--- src/rtl/twin_flash_pkg.sv ---
package twin_flash_pkg;
    typedef enum logic [1:0] {
        CLS_DATA   = 2'd0,
        CLS_STATUS = 2'd1,
        CLS_ID     = 2'd2,
        CLS_ERASE  = 2'd3
    } cmd_class_e;

    typedef enum logic [2:0] {
        ST_IDLE   = 3'd0,
        ST_OPCODE = 3'd1,
        ST_ADDR   = 3'd2,
        ST_WRITE  = 3'd3,
        ST_READ   = 3'd4,
        ST_DONE   = 3'd5
    } phase_e;
endpackage

--- src/rtl/twin_flash_hdr.sv ---
module twin_flash_hdr #(
    parameter int OPC_W  = 8,
    parameter int DEV_AW = 24,
    parameter int NIB_W  = 4,
    parameter int CNT_W  = 4
) (
    input  logic [OPC_W-1:0]  opcode,
    input  logic [DEV_AW-1:0] dev_addr,
    input  logic              sel_addr,
    input  logic [CNT_W-1:0]  idx,
    output logic [NIB_W-1:0]  nib
);
    localparam int OPC_CYC  = OPC_W / NIB_W;
    localparam int ADDR_CYC = DEV_AW / NIB_W;

    always_comb begin
        int sh;
        nib = '0;
        if (sel_addr) begin
            sh = (ADDR_CYC - 1 - int'(idx)) * NIB_W;
            if (sh >= 0 && sh <= DEV_AW - NIB_W) begin
                nib = dev_addr[sh +: NIB_W];
            end
        end else begin
            sh = (OPC_CYC - 1 - int'(idx)) * NIB_W;
            if (sh >= 0 && sh <= OPC_W - NIB_W) begin
                nib = opcode[sh +: NIB_W];
            end
        end
    end
endmodule

--- src/rtl/twin_flash_split.sv ---
module twin_flash_split #(
    parameter int WORD_W = 32,
    parameter int NIB_W  = 4,
    parameter int CNT_W  = 4
) (
    input  logic [WORD_W-1:0] word,
    input  logic [CNT_W-1:0]  idx,
    output logic [NIB_W-1:0]  lo_nib,
    output logic [NIB_W-1:0]  hi_nib
);
    localparam int BYTE_W   = 2 * NIB_W;
    localparam int DATA_CYC = WORD_W / BYTE_W;

    logic [BYTE_W-1:0] byte_sel;

    always_comb begin
        byte_sel = '0;
        if (int'(idx) < DATA_CYC) begin
            byte_sel = word[int'(idx) * BYTE_W +: BYTE_W];
        end
    end

    for (genvar j = 0; j < NIB_W; j++) begin : g_lane
        assign lo_nib[j] = byte_sel[2*j];
        assign hi_nib[j] = byte_sel[2*j+1];
    end
endmodule

--- src/rtl/twin_flash_gather.sv ---
module twin_flash_gather
    import twin_flash_pkg::*;
#(
    parameter int WORD_W = 32,
    parameter int NIB_W  = 4,
    parameter int CNT_W  = 4
) (
    input  logic              clk,
    input  logic              rst_n,
    input  logic              clr,
    input  logic              cap_en,
    input  cmd_class_e        cls,
    input  logic [CNT_W-1:0]  idx,
    input  logic [NIB_W-1:0]  lo_din,
    input  logic [NIB_W-1:0]  hi_din,
    output logic [WORD_W-1:0] word
);
    localparam int BYTE_W   = 2 * NIB_W;
    localparam int DATA_CYC = WORD_W / BYTE_W;
    localparam int ID_CYC   = WORD_W / NIB_W;

    logic [WORD_W-1:0] word_q, word_d;

    always_comb begin
        int base;
        word_d = word_q;
        base   = 0;
        if (clr) begin
            word_d = '0;
        end else if (cap_en) begin
            unique case (cls)
                CLS_DATA: begin
                    base = int'(idx) * BYTE_W;
                    if (int'(idx) < DATA_CYC) begin
                        for (int j = 0; j < NIB_W; j++) begin
                            word_d[base + 2*j]     = lo_din[j];
                            word_d[base + 2*j + 1] = hi_din[j];
                        end
                    end
                end
                CLS_STATUS: begin
                    if (idx == '0) begin
                        word_d[NIB_W +: NIB_W] = lo_din;
                    end else begin
                        word_d[NIB_W-1:1] = lo_din[NIB_W-1:1];
                        word_d[0]         = lo_din[0] | hi_din[0];
                    end
                end
                CLS_ID: begin
                    base = (int'(idx) / 2) * BYTE_W + (idx[0] ? 0 : NIB_W);
                    if (int'(idx) < ID_CYC) begin
                        word_d[base +: NIB_W] = lo_din;
                    end
                end
                default: ;
            endcase
        end
    end

    always_ff @(posedge clk or negedge rst_n) begin
        if (!rst_n) word_q <= '0;
        else        word_q <= word_d;
    end

    assign word = word_q;

    AST_ID_RANGE: assert property (@(posedge clk) disable iff (!rst_n)
        (cap_en && cls == CLS_ID) |-> int'(idx) < ID_CYC);
    AST_DATA_RANGE: assert property (@(posedge clk) disable iff (!rst_n)
        (cap_en && cls == CLS_DATA) |-> int'(idx) < DATA_CYC);
endmodule

--- src/rtl/twin_flash_interleave.sv ---
module twin_flash_interleave
    import twin_flash_pkg::*;
#(
    parameter int HOST_AW = 25,
    parameter int WORD_W  = 32,
    parameter int NIB_W   = 4,
    parameter int OPC_W   = 8
) (
    input  logic               clk,
    input  logic               rst_n,
    input  logic               start,
    input  logic [1:0]         cmd_class,
    input  logic               is_write,
    input  logic [OPC_W-1:0]   opcode,
    input  logic [HOST_AW-1:0] host_addr,
    input  logic [WORD_W-1:0]  wdata,
    output logic               busy,
    output logic               align_err,
    output logic               bus_oe,
    output logic               bus_capture,
    output logic [NIB_W-1:0]   lo_dout,
    output logic [NIB_W-1:0]   hi_dout,
    input  logic [NIB_W-1:0]   lo_din,
    input  logic [NIB_W-1:0]   hi_din,
    output logic [WORD_W-1:0]  rdata,
    output logic               rdata_valid
);
    localparam int DEV_AW   = HOST_AW - 1;
    localparam int BYTE_W   = 2 * NIB_W;
    localparam int OPC_CYC  = OPC_W / NIB_W;
    localparam int ADDR_CYC = DEV_AW / NIB_W;
    localparam int DATA_CYC = WORD_W / BYTE_W;
    localparam int STAT_CYC = BYTE_W / NIB_W;
    localparam int ID_CYC   = WORD_W / NIB_W;
    localparam int CNT_W    = $clog2(ID_CYC + 1);
    localparam int ALIGN_B  = $clog2(WORD_W / 8);

    phase_e            state_q, state_d;
    logic [CNT_W-1:0]  cnt_q, cnt_d, last_cnt;
    cmd_class_e        cls_q, cls_in;
    logic              wr_q;
    logic [OPC_W-1:0]  opc_q;
    logic [DEV_AW-1:0] addr_q;
    logic [WORD_W-1:0] wdat_q;
    logic              align_q;
    logic              misaligned, accept, reject, has_addr, read_txn;
    logic [NIB_W-1:0]  hdr_nib, spl_lo, spl_hi;

    assign cls_in     = cmd_class_e'(cmd_class);
    assign misaligned = (cls_in == CLS_DATA) && (host_addr[ALIGN_B-1:0] != '0);
    assign accept     = (state_q == ST_IDLE) && start && !misaligned;
    assign reject     = (state_q == ST_IDLE) && start && misaligned;
    assign has_addr   = (cls_q == CLS_DATA) || (cls_q == CLS_ERASE);
    assign read_txn   = (cls_q == CLS_STATUS) || (cls_q == CLS_ID) ||
                        ((cls_q == CLS_DATA) && !wr_q);

    always_comb begin
        unique case (state_q)
            ST_OPCODE: last_cnt = CNT_W'(OPC_CYC - 1);
            ST_ADDR:   last_cnt = CNT_W'(ADDR_CYC - 1);
            ST_WRITE:  last_cnt = CNT_W'(DATA_CYC - 1);
            ST_READ:   last_cnt = (cls_q == CLS_STATUS) ? CNT_W'(STAT_CYC - 1) :
                                  (cls_q == CLS_ID)     ? CNT_W'(ID_CYC - 1) :
                                                          CNT_W'(DATA_CYC - 1);
            default:   last_cnt = '0;
        endcase
    end

    always_comb begin
        state_d = state_q;
        cnt_d   = cnt_q;
        unique case (state_q)
            ST_IDLE: begin
                if (accept) begin
                    state_d = ST_OPCODE;
                    cnt_d   = '0;
                end
            end
            ST_OPCODE: begin
                if (cnt_q == last_cnt) begin
                    cnt_d   = '0;
                    state_d = has_addr ? ST_ADDR : ST_READ;
                end else cnt_d = cnt_q + CNT_W'(1);
            end
            ST_ADDR: begin
                if (cnt_q == last_cnt) begin
                    cnt_d   = '0;
                    state_d = (cls_q == CLS_ERASE) ? ST_DONE :
                              (wr_q ? ST_WRITE : ST_READ);
                end else cnt_d = cnt_q + CNT_W'(1);
            end
            ST_WRITE, ST_READ: begin
                if (cnt_q == last_cnt) begin
                    cnt_d   = '0;
                    state_d = ST_DONE;
                end else cnt_d = cnt_q + CNT_W'(1);
            end
            ST_DONE: state_d = ST_IDLE;
            default: state_d = ST_IDLE;
        endcase
    end

    always_ff @(posedge clk or negedge rst_n) begin
        if (!rst_n) begin
            state_q <= ST_IDLE;
            cnt_q   <= '0;
            cls_q   <= CLS_DATA;
            wr_q    <= 1'b0;
            opc_q   <= '0;
            addr_q  <= '0;
            wdat_q  <= '0;
            align_q <= 1'b0;
        end else begin
            state_q <= state_d;
            cnt_q   <= cnt_d;
            align_q <= reject;
            if (accept) begin
                cls_q  <= cls_in;
                wr_q   <= is_write;
                opc_q  <= opcode;
                addr_q <= (cls_in == CLS_DATA) ? host_addr[HOST_AW-1:1]
                                               : host_addr[DEV_AW-1:0];
                wdat_q <= wdata;
            end
        end
    end

    twin_flash_hdr #(
        .OPC_W(OPC_W), .DEV_AW(DEV_AW), .NIB_W(NIB_W), .CNT_W(CNT_W)
    ) u_hdr (
        .opcode(opc_q), .dev_addr(addr_q), .sel_addr(state_q == ST_ADDR),
        .idx(cnt_q), .nib(hdr_nib)
    );

    twin_flash_split #(
        .WORD_W(WORD_W), .NIB_W(NIB_W), .CNT_W(CNT_W)
    ) u_split (
        .word(wdat_q), .idx(cnt_q), .lo_nib(spl_lo), .hi_nib(spl_hi)
    );

    twin_flash_gather #(
        .WORD_W(WORD_W), .NIB_W(NIB_W), .CNT_W(CNT_W)
    ) u_gather (
        .clk(clk), .rst_n(rst_n), .clr(accept), .cap_en(state_q == ST_READ),
        .cls(cls_q), .idx(cnt_q), .lo_din(lo_din), .hi_din(hi_din), .word(rdata)
    );

    always_comb begin
        busy        = (state_q != ST_IDLE);
        align_err   = align_q;
        bus_oe      = 1'b0;
        bus_capture = 1'b0;
        rdata_valid = 1'b0;
        lo_dout     = '0;
        hi_dout     = '0;
        unique case (state_q)
            ST_OPCODE, ST_ADDR: begin
                bus_oe  = 1'b1;
                lo_dout = hdr_nib;
                hi_dout = hdr_nib;
            end
            ST_WRITE: begin
                bus_oe  = 1'b1;
                lo_dout = spl_lo;
                hi_dout = spl_hi;
            end
            ST_READ:  bus_capture = 1'b1;
            ST_DONE:  rdata_valid = read_txn;
            default: ;
        endcase
    end

    AST_IDLE_QUIET: assert property (@(posedge clk) disable iff (!rst_n)
        (state_q == ST_IDLE) |-> (!bus_oe && !bus_capture && !rdata_valid));
    AST_HDR_MATCH: assert property (@(posedge clk) disable iff (!rst_n)
        (state_q == ST_OPCODE || state_q == ST_ADDR) |-> (lo_dout == hi_dout));
    AST_ADDR_ENTRY: assert property (@(posedge clk) disable iff (!rst_n)
        (state_q == ST_ADDR && $past(state_q) != ST_ADDR) |-> $past(state_q) == ST_OPCODE);
    AST_ERASE_NO_CAP: assert property (@(posedge clk) disable iff (!rst_n)
        (busy && cls_q == CLS_ERASE) |-> (!bus_capture && !rdata_valid));
    AST_STATUS_UPPER: assert property (@(posedge clk) disable iff (!rst_n)
        (rdata_valid && cls_q == CLS_STATUS) |-> (rdata[WORD_W-1:BYTE_W] == '0));
    AST_ALIGN_QUIET: assert property (@(posedge clk) disable iff (!rst_n)
        align_err |-> (!busy && !bus_oe));
    AST_VALID_PULSE: assert property (@(posedge clk) disable iff (!rst_n)
        rdata_valid |=> !rdata_valid);
    AST_VALID_AFTER_CAP: assert property (@(posedge clk) disable iff (!rst_n)
        $rose(rdata_valid) |-> $past(bus_capture));
endmodule

--- config.mk ---
export PLATFORM = sky130hd
export DESIGN_NAME = twin_flash_interleave
export DESIGN_NICKNAME = d
export VERILOG_FILES = /design/src/rtl/twin_flash_pkg.sv /design/src/rtl/twin_flash_hdr.sv /design/src/rtl/twin_flash_split.sv /design/src/rtl/twin_flash_gather.sv /design/src/rtl/twin_flash_interleave.sv
export SDC_FILE = /design/constraint.sdc
export NUM_CORES = 1
export LEC_CHECK = 0
export ABC_AREA = 0
export BUFFER_PORTS_ARGS = -buffer_cell sky130_fd_sc_hd__clkbuf_2
export CAP_MARGIN = 40
export CORE_ASPECT_RATIO = 1.75
export CORE_MARGIN = 1
export CORE_UTILIZATION = 45
export DETAILED_ROUTE_END_ITERATION = 12
export PLACE_DENSITY = 0.67
export SLEW_MARGIN = 20
export SYNTH_ARGS = -nofsm -noshare
export SYNTH_HDL_FRONTEND = slang
export SYNTH_SLANG_ARGS = --single-unit
--- constraint.sdc ---
create_clock -name clk -period 6.35 [get_ports clk]
set_input_delay 0.3175 -clock clk [delete_from_list [all_inputs] [get_ports clk]]
set_output_delay 0.3175 -clock clk [all_outputs]
set_load 0.05 [all_outputs]
# Word level (Yosys, flattened, before mapping)
# Cells that the tools add are included.
dict set report word_totals {
  inputBits 79
  register_bits 107
  out_inout_bits 45
}
dict set report op_classes {
  add_sub_neg 12
  n_lt_le_gt_ge 22
  shift 5
  eq_ne 17
  mux 58
  n_reduce_logical 39
  bitwise 1
}
# cell count
set ops {}
lappend ops {{$bwmux W32} 9}
lappend ops {{$ge A32 B1 Y1 const B} 9}
lappend ops {{$lt A32 B7 Y1 const B} 7}
lappend ops {{$mux W32} 4}
lappend ops {{$add A32 B2 Y32 const B} 3}
lappend ops {{$pmux W24 S2} 1}
lappend ops {{$demux W1 S5} 7}
lappend ops {{$neg A32 Y33} 1}
lappend ops {{$shift A4 B33 Y32 const A} 1}
lappend ops {{$shiftx A4 B33 Y32} 1}
lappend ops {{$add A7 B32 Y32} 1}
lappend ops {{$le A32 B4 Y1 const B} 1}
lappend ops {{$le A32 B6 Y1 const B} 1}
lappend ops {{$shiftx A24 B32 Y4} 1}
lappend ops {{$shiftx A32 B8 Y8} 1}
lappend ops {{$shiftx A8 B32 Y4} 1}
lappend ops {{$mux W3} 10}
lappend ops {{$mux W4} 7}
lappend ops {{$mux W24} 1}
lappend ops {{$pmux W3 S4} 2}
lappend ops {{$pmux W4 S2} 3}
lappend ops {{$pmux W8 S3} 1}
lappend ops {{$add A7 B3 Y8 const B} 2}
lappend ops {{$logic_and A1 B1 Y1} 15}
lappend ops {{other kinds (36)} 64}

# Depth between registers and ports, before layout
# Gate-level depths: netlist (run 1).
dict set report logic_depth {
  depth_word 16
  mapped_depth 12
  ltp_nobuf 10
}

# Cells and area by module
# From an unflattened synthesis (run 1), not the netlist that was laid out.
dict set report unflattened {
  hier_cells 776
  area_unflattened_um2 6857.8
}
# module area_per_inst_um2 cells_per_inst n_inst seq_area_each_um2
set by_module_without_submodules {}
lappend by_module_without_submodules {twin_flash_interleave 3489.6 391 1 1876.8}
lappend by_module_without_submodules {twin_flash_gather 2753.9 317 1 800.8}
lappend by_module_without_submodules {twin_flash_hdr 365.4 38 1 0.0}
lappend by_module_without_submodules {twin_flash_split 249.0 30 1 0.0}

# Worst setup path before layout (run 1)
# No wires, ideal clock.
dict set report synth_path {
  path_type {flip-flop to flip-flop}
  from {reg state_q[0]}
  to {reg u_gather.word_q[20], in the netlist u_gather.word[20]}
  t_arrival_ns 2.824
  required_ns 6.225
  path_slack_ns 3.402
  path_buffers 0
  stages_incl_launch_ff 6
  period_less_slack_ns 2.948
  path_cell_list {dfrtp_1 -> nor3b_1 -> nand3b_1 -> o21ai_1 -> o21ai_1 -> mux2_2}
}
dict set report synth_via {
  elab_chain_len 5
  elab_cells_between_ends 10
  classes_between {eq/ne: 3; mux: 1; reduce/logical: 6}
}
# item line
set synth_lines {}
lappend synth_lines {{from (decl)} twin_flash_interleave.sv:38} ;# phase_e state_q, state_d;
lappend synth_lines {{from (signal assigned)} twin_flash_interleave.sv:114} ;# state_q <= state_d;
lappend synth_lines {{$logic_not A3 Y1} twin_flash_interleave.sv:51} ;# assign accept = (state_q == ST_IDLE) && start && !misaligned;
lappend synth_lines {{$logic_and A1 B1 Y1 (2 in series)} twin_flash_interleave.sv:51}
lappend synth_lines {{$ne A3 B2 Y1 (no line), or another cell as far along} -}
lappend synth_lines {{$reduce_and A4 Y1 (no line)} -}
lappend synth_lines {{to (signal assigned)} twin_flash_gather.sv:62} ;# else word_q <= word_d;
lappend synth_lines {{to (decl)} twin_flash_gather.sv:22} ;# logic [WORD_W-1:0] word_q, word_d;
# Several ways; a longest one is shown, not always the timed one.
# A chain may end at the register's enable or synchronous reset.

# Final worst setup path (run 1)
dict set report layout_path {
  from {reg cnt_q[1]}
  to {out hi_dout[2]}
}
dict set report layout_via {
  elab_chain_len 6
  elab_cells_between_ends 17
  classes_between {add/sub: 2; order compare: 5; shift: 3; mux: 5; reduce/logical: 2}
}
# item line
set layout_lines {}
lappend layout_lines {{from (decl)} twin_flash_interleave.sv:39} ;# logic [CNT_W-1:0] cnt_q, cnt_d, last_cnt;
lappend layout_lines {{from (signal assigned)} twin_flash_interleave.sv:115} ;# cnt_q <= cnt_d;
lappend layout_lines {{$sub A1 B4 Y5 or $sub A3 B4 Y5 (tied branches)} {twin_flash_hdr.sv:25, twin_flash_hdr.sv:20}}
lappend layout_lines {{$ge A32 B1 Y1, or another cell as far along} twin_flash_hdr.sv:26} ;# if (sh >= 0 && sh <= OPC_W - NIB_W) begin
lappend layout_lines {{$logic_and A1 B1 Y1 (on tied branches)} {twin_flash_hdr.sv:26, twin_flash_hdr.sv:21}}
lappend layout_lines {{$mux W4 (on tied branches)} {twin_flash_hdr.sv:26, twin_flash_hdr.sv:21}}
lappend layout_lines {{$mux W4} twin_flash_hdr.sv:19} ;# if (sel_addr) begin
lappend layout_lines {{$pmux W4 S2 (*)} twin_flash_interleave.sv:156} ;# unique case (state_q)
lappend layout_lines {{to (decl)} twin_flash_interleave.sv:22} ;# output logic [NIB_W-1:0] hi_dout,
# Mark *: on every way between the ends. The rest lies on a longest branch, timed or not.

==> results_dict.tcl, run 1 <==
set metrics [dict create \
    status "completed" \
    tightestPinTransition_ps 759.5 \
    syn_nets 791 \
    dp_hpwl_um 12500 \
    path_cells "inv_1, ha_1, nor3b_1, nand3_1, o32ai_1, o211ai_1, o21ai_1, clkbuf_2" \
    rsz0062_at_grt "false" \
    arrival_ps 3450 \
    tns_ps 0 \
    start_kind "flop" \
    antenna_cells 0 \
    hold_violations 0 \
    synth_area_leaders "dfrtp_1, nand2_1, mux2i_1" \
    synth.avg_cell_area_um2 8.946 \
    leakagePower_nw 3.694 \
    post-cts-setup-buffers 0 \
    synth_area_leader_cell "dfrtp_1" \
    fin_crit_sh 0.5926 \
    grt_pass1_vias 5512 \
    yosysWarnings 0 \
    drv_slew 0 \
    worstSetupEndpointType "output pin" \
    r2r-start "cnt_q[1]$_DFFE_PN0P_" \
    path_clk_slew_ps 80 \
    post_cts_resized 0 \
    regArea_um2 2679 \
    min_from "wdata[15]" \
    dieWidth_um 90.86 \
    whs_ps 147.7 \
    crit_slowest_cell "dfrtp_1" \
    overflow 0 \
    grt.met2_usage 0.4596 \
    startpoint "cnt_q[1]$_DFFE_PN0P_" \
    core_area_um2 13450 \
    vias 5458 \
    numCtsBuffers 9 \
    crit_type "flop to output pin" \
    ant_nets 0 \
    seq_area_frac_synth 0.4307 \
    cts_tree "built" \
    start_util 0.4621 \
    io_pins 124 \
    cts-htree-levels 3 \
    drt_first_pass_iters 5 \
    netlist_area_um2 6217 \
    num_rows 56 \
    met1_usage 0.2669 \
    slew_headroom 0.4936 \
    multi_input_area_um2 3309 \
    top_usage_layer "met2" \
    synth_edf_count 0 \
    synth_top_cell_area_share 0.4307 \
    grt_util_met3 0.03913 \
    syn_to_final_growth_pct 18.09 \
    clk_latency_ps 350 \
    drc 0 \
    die_h_um 157.5 \
    fill_cells 1329 \
    powerDensity_nw_per_um2 541.8 \
    crit_fanout 20 \
    cp.required_ps 6030 \
    cts_buffer_depth 2 \
    final_nets 891 \
    wl_per_cell_um 16.98 \
    ys_types 58 \
    setup_viol 0 \
    antenna_found_initial 0 \
    place.gp.congestion 0.9013 \
    critPathMaxStageDelay_ps 840 \
    drive_above_1_share 0.2300 \
    routed_wl_um 16540 \
    period_minus_slack_ps 3763 \
    grt_start_max_net_pins 60 \
    async_flop_share 1.000 \
    port_buffers 123 \
    synth_ff_type "dfrtp_1" \
    fmax_ghz 0.2657 \
    root_buffer "clkbuf_16" \
    hold_class "input pin to flop" \
    grt_usage 0.2428 \
    cts_num_sinks 107 \
    skew_ps 5.663 \
    dieArea_um2 14310 \
    drv_cap 0 \
    drtIter0Drc 286 \
    via_per_inst 5.604 \
    ys_ff_latch 107 \
    vdd_drop_max_uv 227.0 \
    p_total_w 0.003978 \
    syn_inst 695 \
    grt_pass1_wl_um 27280 \
]
-- final timing paths --
check,depth (start not counted),to,slack [ps]
setup / recovery,8,hi_dout[2],2590
hold / removal,3,wdat_q[15]$_DFFE_PN0P_,150
setup reg to reg,9,u_gather.word[0]$_DFFE_PN0P_,2910
hold reg to reg,2,wdat_q[25]$_DFFE_PN0P_,480
max in group asynchronous,4,cnt_q[0]$_DFFE_PN0P_,4880
min in group asynchronous,2,u_gather.word[7]$_DFFE_PN0P_,410
-- power breakdown --
part / internal, W / switching (W)
registers: 0.000992 / 0.000232
clock network: 0.000280 / 0.000264
logic: 0.000777 / 0.00143
-- timing repair --
action,4_1_cts,5_1_grt
hold buffers,1,0
hold endpoints to repair,26,0
setup endpoints to repair,0,0
-- cell usage in the layout, fill, tap and decap left out, drive strengths merged, types with 3 or more instances in the layout --
cell,count
a211oi,3
a21o,3
a21oi,51
a2bb2o,5
a32o,5
a32oi,3
and2,4
and3,4
buf,9
clkbuf,132
dfrtp,107
ha,17
inv,24
mux2,27
mux2i,34
mux4,8
nand2,181
nand2b,9
nand3,14
nand4,3
nor2,16
nor2b,3
nor3,10
nor3b,8
o21ai,58
o22ai,9
o2bb2ai,5
or2,5
or3,5
or4,6
-- cell type report --
cell class                 instances  share of cell area
inverter                          22             0.01125
clock inverter                     6            0.006305
clock buffer                      10             0.03255
tap                              174             0.02965
sequential                       107              0.3649
timing repair buffer             132              0.1046
multi-input combinational        523              0.4507
-- Yosys cell counts, types with 6 or more instances --
| cell type | instances |
|---|---|
| mux2i_1 | 34 |
| o21ai_0 | 27 |
| or4_1 | 6 |
| nand2_1 | 181 |
| inv_1 | 22 |
| buf_1 | 8 |
| dfrtp_1 | 107 |
| ha_1 | 17 |
| nor3b_1 | 7 |
| nor2_1 | 16 |
| o21ai_1 | 31 |
| buf_2 | 7 |
| o22ai_1 | 9 |
| a21oi_1 | 51 |
| mux2_2 | 19 |
| mux2_1 | 8 |
| nand2b_1 | 9 |
| clkbuf_1 | 28 |
| mux4_2 | 8 |
| nand3_1 | 14 |
| nor3_1 | 10 |
-- through the flow --
| step | cell area [um2] | cells | util | worst slack (ps) |
|---|---|---|---|---|
| floorplan | 6217 | 695 | - | 3402 |
| global placement | 6937 | 953 | 0.5156 | 3036 |
| detailed placement | 7047 | 957 | 0.5238 | 2932 |
| CTS | 7342 | 974 | 0.5458 | 2607 |
| global route | 7342 | 974 | 0.5458 | 2154 |
| finish | 7342 | 974 | 0.5458 | 2587 |
-- per-layer routing --
metal | wire (um) | part of all wire | up-vias
met2 | 9016 | 0.55 | 177
met3 | 646 | 0.039 | 38
met1 | 6339 | 0.38 | 2616
met5 | 0 | 0 | -
met4 | 535 | 0.032 | 0
li1 | - | - | 2627
-- worst max-delay path, delay by kind of cell (launching register included) --
family                   cells  cell delay [ps]
AND/OR/NAND/NOR              2              450
AO/OA/AOI/OAI                3              610
buffers and inverters        2              670
adder cells (fa/ha/maj)      1              520
flip-flops                   1              840
-- flip-flops by register name, summed over array words and instances, names as in the netlist --
name,cells
cls_q,2
opc_q,8
align_err,1
wdat_q,32
state_q,3
u_gather.word,32
addr_q,24
cnt_q,4
wr_q,1
-- cells by family (layout without fill, tap and decap cells) --
logic type               Yosys count  in the layout  share of synthesized area
AO/OA/AOI/OAI                    159            159                     0.1564
XOR/XNOR                           1              1                   0.001409
adder cells (fa/ha/maj)           17             17                    0.03421
buffers and inverters             65            170                    0.04065
flip-flops                       107            107                     0.4307
multiplexers                      69             69                     0.1326
AND/OR/NAND/NOR                  277            277                     0.2041
Note: power is estimated with default switching activity, not from simulation.
==> run 2, diff against run 1 <==
clock period = 3.5 ns   (was 6.35 ns; I/O delays follow)
==> run 2 against run 1 <==
  * Core utilization down 0.33 points
  * Global-route usage down 0.34 points
  * Via count down 0.16%
  * Combinational power up 80%
  * Critical path depth unchanged
  * Critical path type unchanged
  * Largest cell class unchanged
  * Largest power group unchanged
==> results_dict.tcl, run 2 (synthesis results as in run 1) <==
set metrics [dict create \
    cts_tree "built" \
    grt_pass1_wl_um 26730 \
    dieWidth_um 90.86 \
    overflow 0 \
    place_area_um2 7002 \
    regArea_um2 2679 \
    cts_num_sinks 107 \
    core_area_um2 13450 \
    ant_nets 0 \
    r2r_setup_slack_ps 510 \
    multi_input_area_um2 3309 \
    powerDensity_nw_per_um2 977.5 \
    via_per_inst 5.583 \
    final_cell_mix "nand2_1, clkbuf_2, dfrtp_1, a21oi_1, mux2i_1" \
    start_kind "flop" \
    crit_slowest_cell "dfrtp_1" \
    antenna_found_initial 0 \
    startpoint "cnt_q[2]$_DFFE_PN0P_" \
    numCtsBuffers 9 \
    place.gp.congestion 0.8305 \
    p_total_w 0.007133 \
    dp_hpwl_um 12450 \
    vias 5449 \
    period_minus_slack_ps 3181 \
    final_nets 893 \
    cp_num_cells 8 \
    critPathMaxStageDelay_ps 630 \
    port_buffers 123 \
    timing.final.ws_setup_ps 319.1 \
    cts_buffer_depth 2 \
    drv_slew 0 \
    num_rows 56 \
    arrival_ps 3010 \
    drv_cap 0 \
    setup_viol 0 \
    r2r-start "cnt_q[2]$_DFFE_PN0P_" \
    tightestPinTransition_ps 753.3 \
    dieArea_um2 14310 \
    drtIter0Drc 257 \
    leakagePower_nw 3.680 \
    clk_latency_ps 350 \
    place_ws_ps 564.9 \
    drt_first_pass_iters 5 \
    routed_wl_um 16590 \
    crit_buf_inv 2 \
    antenna_cells 0 \
    holdBufCountCts 1 \
    path_cells "inv_1, ha_1, nor3b_1, nand3_1, o32ai_1, o211ai_1, o21ai_1, clkbuf_2" \
    path_clk_slew_ps 70 \
    final_common_cell "nand2_1" \
    start_util 0.4621 \
    die_h_um 157.5 \
    hold_class "input pin to flop" \
    root_buffer "clkbuf_16" \
    hold_violations 0 \
    io_pins 124 \
    rsz0062_at_grt "false" \
    fmax_ghz 0.3144 \
    tns_ps 0 \
    whs_path_depth 3 \
    crit_type "flop to output pin" \
    drc 0 \
    final_area_um2 7297 \
    skew_ps 4.916 \
    grt_usage 0.2394 \
    r2r_cells 9 \
    drive_above_1_share 0.2319 \
    r2r_end "u_gather.word[0]$_DFFE_PN0P_" \
    post-cts-setup-buffers 0 \
    grt_pass1_vias 5434 \
    worstSetupEndpointType "output pin" \
    syn_to_final_growth_pct 17.37 \
    fill_cells 1279 \
    crit_fanout 15 \
    status "completed" \
    vdd_drop_max_uv 430.6 \
    slew_headroom 0.4967 \
    post_cts_resized 0 \
    wl_per_cell_um 17.00 \
    cts-htree-levels 3 \
    grt_start_max_net_pins 58 \
    min_from "opcode[6]" \
    fin_crit_sh 0.9088 \
    whs_ps 12.02 \
    hold_path_end "opc_q[6]$_DFFE_PN0P_" \
    cp_top_family "compound AO/OA/AOI/OAI gates" \
    cp.required_ps 3320 \
]
==> run 2: changes by cell type in the layout (fill, tap and decap cells not counted) <==
| cell | change |
|---|---|
| buf_4 | +5 |
| buf_16 | -3 |
==> run 2: how the worst max path moves through the flow <==
stage | end | slack (ps)
floorplan | u_gather.word[20]$_DFFE_PN0P_ | 550
global placement | u_gather.word[0]$_DFFE_PN0P_ | 680
detailed placement | u_gather.word[2]$_DFFE_PN0P_ | 560
CTS | lo_dout[2] | 350
global route | hi_dout[0] | 160
finish | lo_dout[2] | 320
==> run 2: stage by stage <==
stage | utilization | std cells
final | 0.5424 | 976
after detailed placement | 0.5205 | 959
after floorplan | - | 695
after CTS | 0.5424 | 976
after global placement | 0.5184 | 958
after global routing | 0.5424 | 976
==> run 2: layout make-up <==
| type | count | share of cell area |
|---|---|---|
| timing repair buffer | 134 | 0.09911 |
| multi-input combinational | 523 | 0.4535 |
| clock inverter | 6 | 0.006344 |
| clock buffer | 10 | 0.03275 |
| tap | 174 | 0.02984 |
| sequential | 107 | 0.3671 |
| inverter | 22 | 0.01132 |
==> run 2: metal layers <==
layer | wire (um) | global-route usage
met5 | 0 | 0
met3 | 695 | 0.03720
met4 | 462 | 0.08314
met2 | 9287 | 0.4636
met1 | 6146 | 0.2613
==> run 2: power by group <==
| part | switching (W) | total, W | internal, W | leakage, nW |
|---|---|---|---|---|
| clock | 0.000485 | 0.000993 | 0.000508 | 0.135 |
| combinational | 0.00262 | 0.00397 | 0.00135 | 2.19 |
| sequential | 0.000368 | 0.00217 | 0.00180 | 1.36 |
| total | 0.00347 | 0.00713 | 0.00366 | 3.68 |
==> run 2: worst min-delay path, stage by stage <==
cell      delay [ps]
clkbuf_2          70
nand2_1           40
nand2_1           40
==> run 3, diff against run 2 <==
CORE_ASPECT_RATIO = 1.1   (was 1.75)
==> run 3 against run 2 <==
  * Setup slack better by 44 ps
  * Critical path depth unchanged
  * Non-clock buffer count up 17
  * Critical path type unchanged
  * Largest power group unchanged
  * Highest routed layer unchanged
==> results_dict.tcl, run 3 (synthesis results as in run 1) <==
set metrics [dict create \
    dp_hpwl_um 11550 \
    tns_ps 0 \
    grt_pass1_vias 5355 \
    dp_cells 969 \
    tightestPinTransition_ps 753.7 \
    path_clk_slew_ps 70 \
    worstSetupEndpointType "output pin" \
    rsz0062_at_grt "false" \
    post-cts-setup-buffers 0 \
    final_nets 910 \
    ant_nets 0 \
    path_cells "inv_1, ha_1, nor3b_1, nand3_1, o32ai_1, o211ai_1, o21ai_1, clkbuf_2" \
    crit_fanout 15 \
    cts_buffer_depth 2 \
    cts_num_sinks 107 \
    wl_per_cell_um 15.79 \
    drt_first_pass_iters 5 \
    grt_start_max_net_pins 67 \
    numCtsBuffers 9 \
    antenna_found_initial 0 \
    overflow 0 \
    io_pins 124 \
    start_util 0.4667 \
    antenna_cells 0 \
    period_minus_slack_ps 3137 \
    cp_top_family "flip-flops" \
    dieArea_um2 14290 \
    drv_slew 0 \
    grt_usage 0.2320 \
    start_kind "flop" \
    die_h_um 125.3 \
    dieWidth_um 114.1 \
    arrival_ps 2960 \
    crit_buf_inv 2 \
    skew_ps 6.708 \
    place.gp.congestion 0.8666 \
    drc 0 \
    drv_cap 0 \
    cts_tree "built" \
    hold_violations 0 \
    num_rows 44 \
    cp.required_ps 3320 \
    core_area_um2 13320 \
    cts-htree-levels 3 \
    drive_above_1_share 0.2271 \
    vias 5563 \
    port_buffers 123 \
    holdBufCountCts 18 \
    routed_wl_um 15840 \
    drtIter0Drc 333 \
    hold_class "input pin to flop" \
    crit_slowest_cell "dfrtp_1" \
    setup_viol 0 \
    status "completed" \
    syn_to_final_growth_pct 21.33 \
    clk_latency_ps 360 \
    critPathMaxStageDelay_ps 630 \
    fin_cells 1003 \
    fmax_ghz 0.3188 \
    final_cell_mix "nand2_1, clkbuf_2, dfrtp_1, a21oi_1, mux2i_1" \
    root_buffer "clkbuf_16" \
    crit_type "flop to output pin" \
    powerDensity_nw_per_um2 966.7 \
    fin_crit_sh 0.8963 \
    leakagePower_nw 3.787 \
    grt_pass1_wl_um 26160 \
    post_cts_resized 0 \
    vdd_drop_max_uv 329.1 \
    final_common_cell "nand2_1" \
    slew_headroom 0.4939 \
    via_per_inst 5.546 \
]
[run 3: cell types whose count changed in the layout (fill, tap and decap cells not counted)]
cell / previous run / this run
clkbuf_8: 1 / 0
inv_8: 0 / 1
bufinv_16: 0 / 3
dlygate4sd3_1: 1 / 18
inv_6: 2 / 1
clkinvlp_4: 2 / 0
[run 3: path summary, 6_finish.rpt]
check / slack [ps] / start / end / depth (start not counted)
worst max-delay path: 360 / cnt_q[2]$_DFFE_PN0P_ / lo_dout[2] / 8
worst min-delay path: 10 / wdata[31] / wdat_q[31]$_DFFE_PN0P_ / 3
worst max register to register: 560 / cnt_q[2]$_DFFE_PN0P_ / u_gather.word[0]$_DFFE_PN0P_ / 9
worst min register to register: 480 / wdat_q[18]$_DFFE_PN0P_ / wdat_q[18]$_DFFE_PN0P_ / 2
max in group asynchronous: 2330 / rst_n / opc_q[4]$_DFFE_PN0P_ / 4
min in group asynchronous: 310 / rst_n / u_gather.word[3]$_DFFE_PN0P_ / 2
[run 3: report_power, final]
group	switching (W)	internal, W	leakage (nW)
sequential	0.000372	0.00180	1.36
combinational	0.00256	0.00136	2.26
clock	0.000489	0.000707	0.172
[run 3: routing by layer]
| layer | global-route usage | share of wire | wire [um] | vias up |
|---|---|---|---|---|
| met5 | 0 | 0 | 0 | - |
| met4 | 0.09778 | 0.026 | 409 | 0 |
| met3 | 0.03539 | 0.043 | 685 | 32 |
| met2 | 0.3893 | 0.50 | 7856 | 186 |
| met1 | 0.2967 | 0.43 | 6884 | 2671 |
| li1 | - | - | - | 2674 |
[run 3: area by class of cell]
| class | count | area [um2] |
|---|---|---|
| clock buffer | 9 | 225.2 |
| sequential | 107 | 2679 |
| multi-input combinational | 523 | 3309 |
| clock inverter | 7 | 123.9 |
| timing repair buffer | 151 | 893.4 |
| inverter | 22 | 82.58 |
| fill | 1260 | 5779 |
| tap | 184 | 230.2 |
[run 3: through the flow]
stage	hold slack [ps]	worst slack (ps)	power [W]	util	cell area (um2)
finish	11.14	362.8	0.007293	0.5662	7543
global placement	365.1	703.9	0.005992	0.5244	6987
floorplan	-120.6	551.5	0.005130	-	6217
CTS	0.1961	343.6	0.007329	0.5662	7543
detailed placement	165.1	594.1	0.006095	0.5265	7014
global route	11.11	185.3	0.007850	0.5662	7543
[run 3: worst register-to-register path: stages (launching register included)]
cell and delay (ps):
dfrtp_1 630, inv_1 190, ha_1 230, nand2_1 100, inv_1 50, ha_1 400
or4_1 660, mux2_2 310, a21oi_1 140, o22ai_1 90
